**config.mk**
```make
export PLATFORM = sky130hd
export DESIGN_NAME = mbus_sequencer
export DESIGN_NICKNAME = d
export VERILOG_FILES = /design/src/rtl/mbus_pkg.sv /design/src/rtl/mbus_tstate.sv /design/src/rtl/mbus_drive.sv /design/src/rtl/mbus_capture.sv /design/src/rtl/mbus_sequencer.sv
export SDC_FILE = /design/constraint.sdc
export NUM_CORES = 1
export LEC_CHECK = 0
export BUFFER_PORTS_ARGS = -buffer_cell sky130_fd_sc_hd__buf_2
export CAP_MARGIN = 15
export CORE_ASPECT_RATIO = 1.2
export CORE_MARGIN = 2
export CORE_UTILIZATION = 48
export DETAILED_ROUTE_END_ITERATION = 8
export GPL_TIMING_DRIVEN = 0
export HOLD_SLACK_MARGIN = 0.05
export MAX_ROUTING_LAYER = met4
export PLACE_DENSITY = 0.83
export SLEW_MARGIN = 20
export SYNTH_ARGS = -nofsm -noshare
export SYNTH_HDL_FRONTEND = slang
export SYNTH_HIERARCHICAL = 1
export SYNTH_SLANG_ARGS = --single-unit
```
**constraint.sdc**
```tcl
create_clock -name clk -period 1.6 [get_ports clk]
set_input_delay 0.08 -clock clk [delete_from_list [all_inputs] [get_ports clk]]
set_output_delay 0.08 -clock clk [all_outputs]
set_load 0.01 [all_outputs]
```
**src/rtl/mbus_pkg.sv**
```systemverilog
package mbus_pkg;

    localparam int MB_DATA_W = 8;
    localparam int MB_ADDR_W = 2 * MB_DATA_W;

    typedef enum logic [2:0] {
        CK_FETCH   = 3'd0,
        CK_MRD     = 3'd1,
        CK_MWR     = 3'd2,
        CK_IORD    = 3'd3,
        CK_IOWR    = 3'd4,
        CK_INTACK  = 3'd5,
        CK_IDLEBUS = 3'd6,
        CK_HALT    = 3'd7
    } cyc_kind_t;

    typedef enum logic [3:0] {
        TS_IDLE, TS_T1, TS_T2, TS_TW, TS_T3,
        TS_T4, TS_T5, TS_T6, TS_HOLD, TS_HALT
    } tstate_t;

    typedef struct packed {
        logic io_m;
        logic s1;
        logic s0;
    } bus_status_t;

    typedef struct packed {
        cyc_kind_t              kind;
        logic [MB_ADDR_W-1:0]   addr;
        logic [MB_DATA_W-1:0]   wdata;
        logic                   longf;
    } bus_req_t;

    function automatic bus_status_t status_of(input cyc_kind_t k);
        case (k)
            CK_FETCH:   return '{1'b0, 1'b1, 1'b1};
            CK_MRD:     return '{1'b0, 1'b1, 1'b0};
            CK_MWR:     return '{1'b0, 1'b0, 1'b1};
            CK_IORD:    return '{1'b1, 1'b1, 1'b0};
            CK_IOWR:    return '{1'b1, 1'b0, 1'b1};
            CK_INTACK:  return '{1'b1, 1'b1, 1'b1};
            CK_IDLEBUS: return '{1'b0, 1'b1, 1'b0};
            default:    return '{1'b0, 1'b0, 1'b0};
        endcase
    endfunction

    function automatic logic is_io(input cyc_kind_t k);
        return (k == CK_IORD) || (k == CK_IOWR);
    endfunction

    function automatic logic is_write(input cyc_kind_t k);
        return (k == CK_MWR) || (k == CK_IOWR);
    endfunction

    function automatic logic is_plain_read(input cyc_kind_t k);
        return (k == CK_FETCH) || (k == CK_MRD) || (k == CK_IORD);
    endfunction

endpackage

```
**src/rtl/mbus_tstate.sv**
```systemverilog
module mbus_tstate
    import mbus_pkg::*;
(
    input  logic     clk,
    input  logic     rst,
    input  logic     req_valid,
    input  bus_req_t req,
    input  logic     ready,
    input  logic     hold,
    output tstate_t  state,
    output bus_req_t cur,
    output logic     req_ready
);

    logic waitable;
    assign waitable  = (cur.kind != CK_IDLEBUS);
    assign req_ready = !rst && !hold && (state == TS_IDLE || state == TS_HALT);

    always_ff @(posedge clk) begin
        if (rst) begin
            state <= TS_IDLE;
            cur   <= '0;
        end else begin
            case (state)
                TS_IDLE, TS_HALT: begin
                    if (hold) begin
                        state <= TS_HOLD;
                    end else if (req_valid) begin
                        cur   <= req;
                        state <= (req.kind == CK_HALT) ? TS_HALT : TS_T1;
                    end
                end
                TS_T1: state <= TS_T2;
                TS_T2: state <= (waitable && !ready) ? TS_TW : TS_T3;
                TS_TW: state <= ready ? TS_T3 : TS_TW;
                TS_T3: state <= (cur.kind == CK_FETCH) ? TS_T4 : TS_IDLE;
                TS_T4: state <= cur.longf ? TS_T5 : TS_IDLE;
                TS_T5: state <= TS_T6;
                TS_T6: state <= TS_IDLE;
                TS_HOLD: state <= hold ? TS_HOLD : TS_IDLE;
                default: state <= TS_IDLE;
            endcase
        end
    end

endmodule

```
**src/rtl/mbus_drive.sv**
```systemverilog
module mbus_drive
    import mbus_pkg::*;
#(
    parameter int DATA_W = MB_DATA_W,
    parameter int ADDR_W = MB_ADDR_W
) (
    input  logic              rst,
    input  tstate_t           state,
    input  bus_req_t          cur,
    output logic              hlda,
    output logic [DATA_W-1:0] addr_hi,
    output logic              addr_hi_oe,
    output logic [DATA_W-1:0] ad_out,
    output logic              ad_oe,
    output logic              ale,
    output logic              rd_n,
    output logic              wr_n,
    output logic              inta_n,
    output logic              ctl_oe,
    output logic              io_m,
    output logic              io_m_oe,
    output logic              s1,
    output logic              s0
);

    logic        in_cycle, xfer, t1;
    bus_status_t st;

    always_comb begin
        t1       = (state == TS_T1);
        xfer     = (state == TS_T2) || (state == TS_TW) || (state == TS_T3);
        in_cycle = !rst && (t1 || xfer || state == TS_T4 ||
                            state == TS_T5 || state == TS_T6);
        st       = in_cycle ? status_of(cur.kind) : '0;

        hlda       = !rst && (state == TS_HOLD);
        addr_hi    = is_io(cur.kind) ? cur.addr[DATA_W-1:0] : cur.addr[ADDR_W-1:DATA_W];
        addr_hi_oe = in_cycle;
        ale        = !rst && t1;
        ad_oe      = !rst && (t1 || (xfer && is_write(cur.kind)));
        ad_out     = t1 ? cur.addr[DATA_W-1:0] : cur.wdata;
        rd_n       = !(in_cycle && xfer && is_plain_read(cur.kind));
        wr_n       = !(in_cycle && xfer && is_write(cur.kind));
        inta_n     = !(in_cycle && xfer && cur.kind == CK_INTACK);
        ctl_oe     = in_cycle;
        io_m       = st.io_m;
        io_m_oe    = in_cycle;
        s1         = st.s1;
        s0         = st.s0;
    end

endmodule

```
**src/rtl/mbus_capture.sv**
```systemverilog
module mbus_capture
    import mbus_pkg::*;
#(
    parameter int DATA_W = MB_DATA_W
) (
    input  logic              clk,
    input  logic              rst,
    input  tstate_t           state,
    input  logic [DATA_W-1:0] ad_in,
    output logic              done,
    output logic [DATA_W-1:0] rdata
);

    always_ff @(posedge clk) begin
        if (rst) begin
            done  <= 1'b0;
            rdata <= '0;
        end else begin
            done <= (state == TS_T3);
            if (state == TS_T3) rdata <= ad_in;
        end
    end

endmodule

```
**src/rtl/mbus_sequencer.sv**
```systemverilog
module mbus_sequencer
    import mbus_pkg::*;
#(
    parameter int DATA_W = MB_DATA_W,
    parameter int ADDR_W = MB_ADDR_W
) (
    input  logic              clk,
    input  logic              rst,
    input  logic              req_valid,
    input  logic [2:0]        req_kind,
    input  logic [ADDR_W-1:0] req_addr,
    input  logic [DATA_W-1:0] req_wdata,
    input  logic              req_long,
    output logic              req_ready,
    output logic              done,
    output logic [DATA_W-1:0] rdata,
    input  logic              ready,
    input  logic              hold,
    output logic              hlda,
    output logic [DATA_W-1:0] addr_hi,
    output logic              addr_hi_oe,
    output logic [DATA_W-1:0] ad_out,
    input  logic [DATA_W-1:0] ad_in,
    output logic              ad_oe,
    output logic              ale,
    output logic              rd_n,
    output logic              wr_n,
    output logic              inta_n,
    output logic              ctl_oe,
    output logic              io_m,
    output logic              io_m_oe,
    output logic              s1,
    output logic              s0
);

    bus_req_t req, cur;
    tstate_t  state;

    always_comb begin
        req.kind  = cyc_kind_t'(req_kind);
        req.addr  = req_addr;
        req.wdata = req_wdata;
        req.longf = req_long;
    end

    mbus_tstate u_tstate (
        .clk(clk), .rst(rst), .req_valid(req_valid), .req(req),
        .ready(ready), .hold(hold), .state(state), .cur(cur),
        .req_ready(req_ready)
    );

    mbus_drive #(.DATA_W(DATA_W), .ADDR_W(ADDR_W)) u_drive (
        .rst(rst), .state(state), .cur(cur), .hlda(hlda),
        .addr_hi(addr_hi), .addr_hi_oe(addr_hi_oe), .ad_out(ad_out),
        .ad_oe(ad_oe), .ale(ale), .rd_n(rd_n), .wr_n(wr_n),
        .inta_n(inta_n), .ctl_oe(ctl_oe), .io_m(io_m),
        .io_m_oe(io_m_oe), .s1(s1), .s0(s0)
    );

    mbus_capture #(.DATA_W(DATA_W)) u_capture (
        .clk(clk), .rst(rst), .state(state), .ad_in(ad_in),
        .done(done), .rdata(rdata)
    );

endmodule

```
==> flow_summary.json <==
{
  "cp.arrival_ps": 1710,
  "drv_cap": 0,
  "cpMaxStageDelayCell": "dfxtp_4",
  "die-area_mm2": 0.005112,
  "start_util_pct": 50.52,
  "finalSetupViolCount": 22,
  "async_reset_ff_share_pct": 0,
  "drt_iter0_drc": 98,
  "gp_congestion": 0.8887,
  "drive_above_1_share_pct": 45.35,
  "p_int_mw": 2.891,
  "via_count": 2255,
  "drt-total-wl_um": 7689,
  "switching_power_mw": 1.531,
  "grt_setup_unrepaired": "yes",
  "path_class": "reg -> out",
  "n_antenna_cell": 0,
  "netlist.area_leader.share_pct": 37.55,
  "cts_tree": "yes",
  "yosysWarnings": 6,
  "status": "finished with violations",
  "crit_fanout": 8,
  "crit_chain": "clkbuf_8 -> nand3b_1 -> o21ai_4 -> buf_12 -> mux2_4 -> buf_6",
  "pin_count": 79,
  "cts.sinks": 41,
  "cts.htree.levels": 2,
  "ys_seq_area_share_pct": 37.55,
  "antenna_found_initial": 0,
  "synthCells": 219,
  "dp_hpwl_um": 3576,
  "grtUsageTotal_pct": 26.80,
  "grt_pass1_wl_um": 10240,
  "hold_class": "in -> reg",
  "placementRows": 26,
  "power_density_mw_per_mm2": 1239,
  "cts-root-buf": "clkbuf_8",
  "placed_cell_area_mm2": 0.002646,
  "stdcell_area_mm2": 0.003568,
  "critPathLaunchType": "flip-flop",
  "synthTopCellsByArea": "dfxtp_1 38%, mux2i_1 16%, mux2_2 8.2%",
  "combPwrFrac_pct": 48.9,
  "syn_nets": 260,
  "pwr-share-clk_pct": 19.9,
  "syn_avg_cell_area_um2": 9.981,
  "die_y_um": 77.92,
  "fin_hold_ws_ps": 45.47,
  "drtAntennaViolNets": 0,
  "grt_max_degree": 14,
  "yosysTopAreaCell": "dfxtp_1",
  "clk_pin_slew_worst_paths_ps": 80,
  "coreArea_mm2": 0.004327,
  "path_buf_inv": 3,
  "firstDrtPassIters": 4,
  "switching_share_pct": 34.63,
  "critPathCaptureType": "primary output",
  "finalHoldViolCount": 0,
  "wl_per_cell_um": 18.71,
  "grt_pass1_vias": 2175,
  "cts_max_path_buffers": 2,
  "die_w_um": 65.60,
  "violations": "setup timing",
  "sequentialPowerShare_pct": 31.2,
  "synth_ff_type": "dfxtp_1",
  "crit_required_ps": 1520,
  "io_buffers": 78,
  "layout_setup_ws_ps": -185.4,
  "global_route.overflow_total": 0,
  "syn-cell-area_mm2": 0.002186,
  "synth_edf_count": 0,
  "ys_ff_latch": 41,
  "crit_path_max_incr_delay_ps": 380,
  "cpLargestDelayFamily": "buffers and inverters",
  "slew_violations": 0,
  "nNetsFinal": 395,
  "finalCriticalPeriod_ps": 1785,
  "peakVddDrop_v": 0.0008991,
  "vias_per_cell": 5.487,
  "cts_buffers": 5,
  "synth_cell_types": 43,
  "drc": 0,
  "clock_latency_ps": 300,
  "min_period_over_period_pct": 111.6,
  "areaGrowthSynthToFinish_pct": 63.25,
  "tightest_slew_ps": 485.1,
  "relSlewSlack_pct": 67.20,
  "fillers": 195,
  "fin_skew_ps": 4.780,
  "leakagePower_nw": 1.712,
  "max_freq_ghz": 0.5601
}
-- area by class of cell --
type	count	area (µm²)	share of cell area [%]
timing repair buffer	129	1016	28.47
tap	56	70.07	1.964
clock buffer	6	82.58	2.314
sequential	41	842.1	23.60
inverter	4	15.01	0.4208
buffer	16	178.9	5.014
multi-input combinational	157	1326	37.17
clock inverter	2	37.54	1.052
-- sequential cells by signal, summed over array words and instances (netlist names) --
register and cells:
u_capture/rdata 8, u_tstate/cur 28, u_capture/done 1, u_tstate/state 4
-- logic make-up after synthesis --
| kind of cell | after synthesis | synth area share, % |
|---|---|---|
| DFF | 41 | 37.55 |
| muxes | 52 | 24.73 |
| buffers and inverters | 21 | 8.243 |
| AOI/OAI and AO/OA | 21 | 6.870 |
| and+or+nand+nor | 81 | 21.06 |
| xor gates and xnor gates | 3 | 1.546 |
-- tightest hold or removal path, cell delays in order --
cell      delay (ps)
buf_2            100
nand2b_1          60
mux2i_1           60
-- synthesized netlist by cell type (all sizes together), types with 2 or more instances --
master / number
clkbuf: 2
a211oi: 3
inv: 4
nor3: 4
mux2i: 36
xnor2: 3
o21ai: 3
nor4b: 2
nor3b: 4
mux2: 16
nand2b: 17
nand2: 4
a21oi: 3
a31oi: 2
dfxtp: 41
nor2: 37
nor2b: 2
dlygate4sd1: 2
or3: 4
nand3: 2
buf: 13
-- cells in the final DEF, fill, tap and decap left out, types with 3 or more instances in the layout --
| cell type | count |
|---|---|
| buf_2 | 63 |
| nor2_1 | 36 |
| dfxtp_1 | 34 |
| mux2i_1 | 33 |
| dlygate4sd3_1 | 32 |
| buf_6 | 23 |
| buf_4 | 16 |
| nand2b_1 | 16 |
| mux2_4 | 16 |
| clkbuf_8 | 7 |
| dfxtp_4 | 5 |
| buf_12 | 4 |
| a211oi_1 | 3 |
| a21oi_1 | 3 |
| nor3b_1 | 3 |
| or3_1 | 3 |
| nand2_1 | 3 |
| nor3_1 | 3 |
-- routing by layer --
| layer | vias to the layer above | GRT usage, % | share of wire (%) |
|---|---|---|---|
| met3 | 26 | 5.507 | 6.4 |
| met1 | 1083 | 28.73 | 37 |
| met5 | - | - | 0 |
| met4 | 0 | 10.63 | 3.7 |
| li1 | 1020 | - | - |
| met2 | 126 | 47.55 | 53 |
-- timing repair --
action                     4_1_cts  5_1_grt
gates cloned                     0        2
hold endpoints to repair        32        0
setup endpoints to repair       24       47
buffers inserted                 7       10
pin swaps                        3        5
hold buffers                    32        0
resized for setup               51       23
-- power groups by stage --
stage / Sequential, mW / Clock (mW) / Combinational (mW)
global placement: 1.34 / 0 / 1.42
global route: 1.40 / 0.937 / 2.27
detailed placement: 1.35 / 0 / 1.45
CTS: 1.34 / 0.886 / 1.78
finish: 1.38 / 0.880 / 2.16
floorplan: 1.32 / 0 / 1.10
-- worst paths after layout --
check,start,to,slack (ps),depth (start not counted)
worst max-delay path,u_tstate/cur[25],addr_hi[3],-190,6
worst min-delay path,ad_in[6],u_capture/rdata[6],50,3
worst max register to register,u_tstate/state[2],u_tstate/cur[17],-10,7
worst min register to register,u_capture/rdata[3],u_capture/rdata[3],470,2
-- metrics by stage --
| step | setup slack (ps) | utilization (%) | TNS, ps | instances | total power [mW] |
|---|---|---|---|---|---|
| 2_1_floorplan | 169.1 | - | 0 | 219 | 2.417 |
| 3_3_place_gp | -133.0 | 61.16 | -1911 | 353 | 2.763 |
| 3_5_place_dp | -141.8 | 61.16 | -1984 | 353 | 2.795 |
| 4_1_cts | -124.2 | 77.73 | -1547 | 400 | 4.010 |
| 5_1_grt | -229.5 | 82.48 | -3485 | 411 | 4.609 |
| 6_report | -185.4 | 82.48 | -2200 | 411 | 4.422 |
Note: power is estimated with default switching activity, not from simulation.
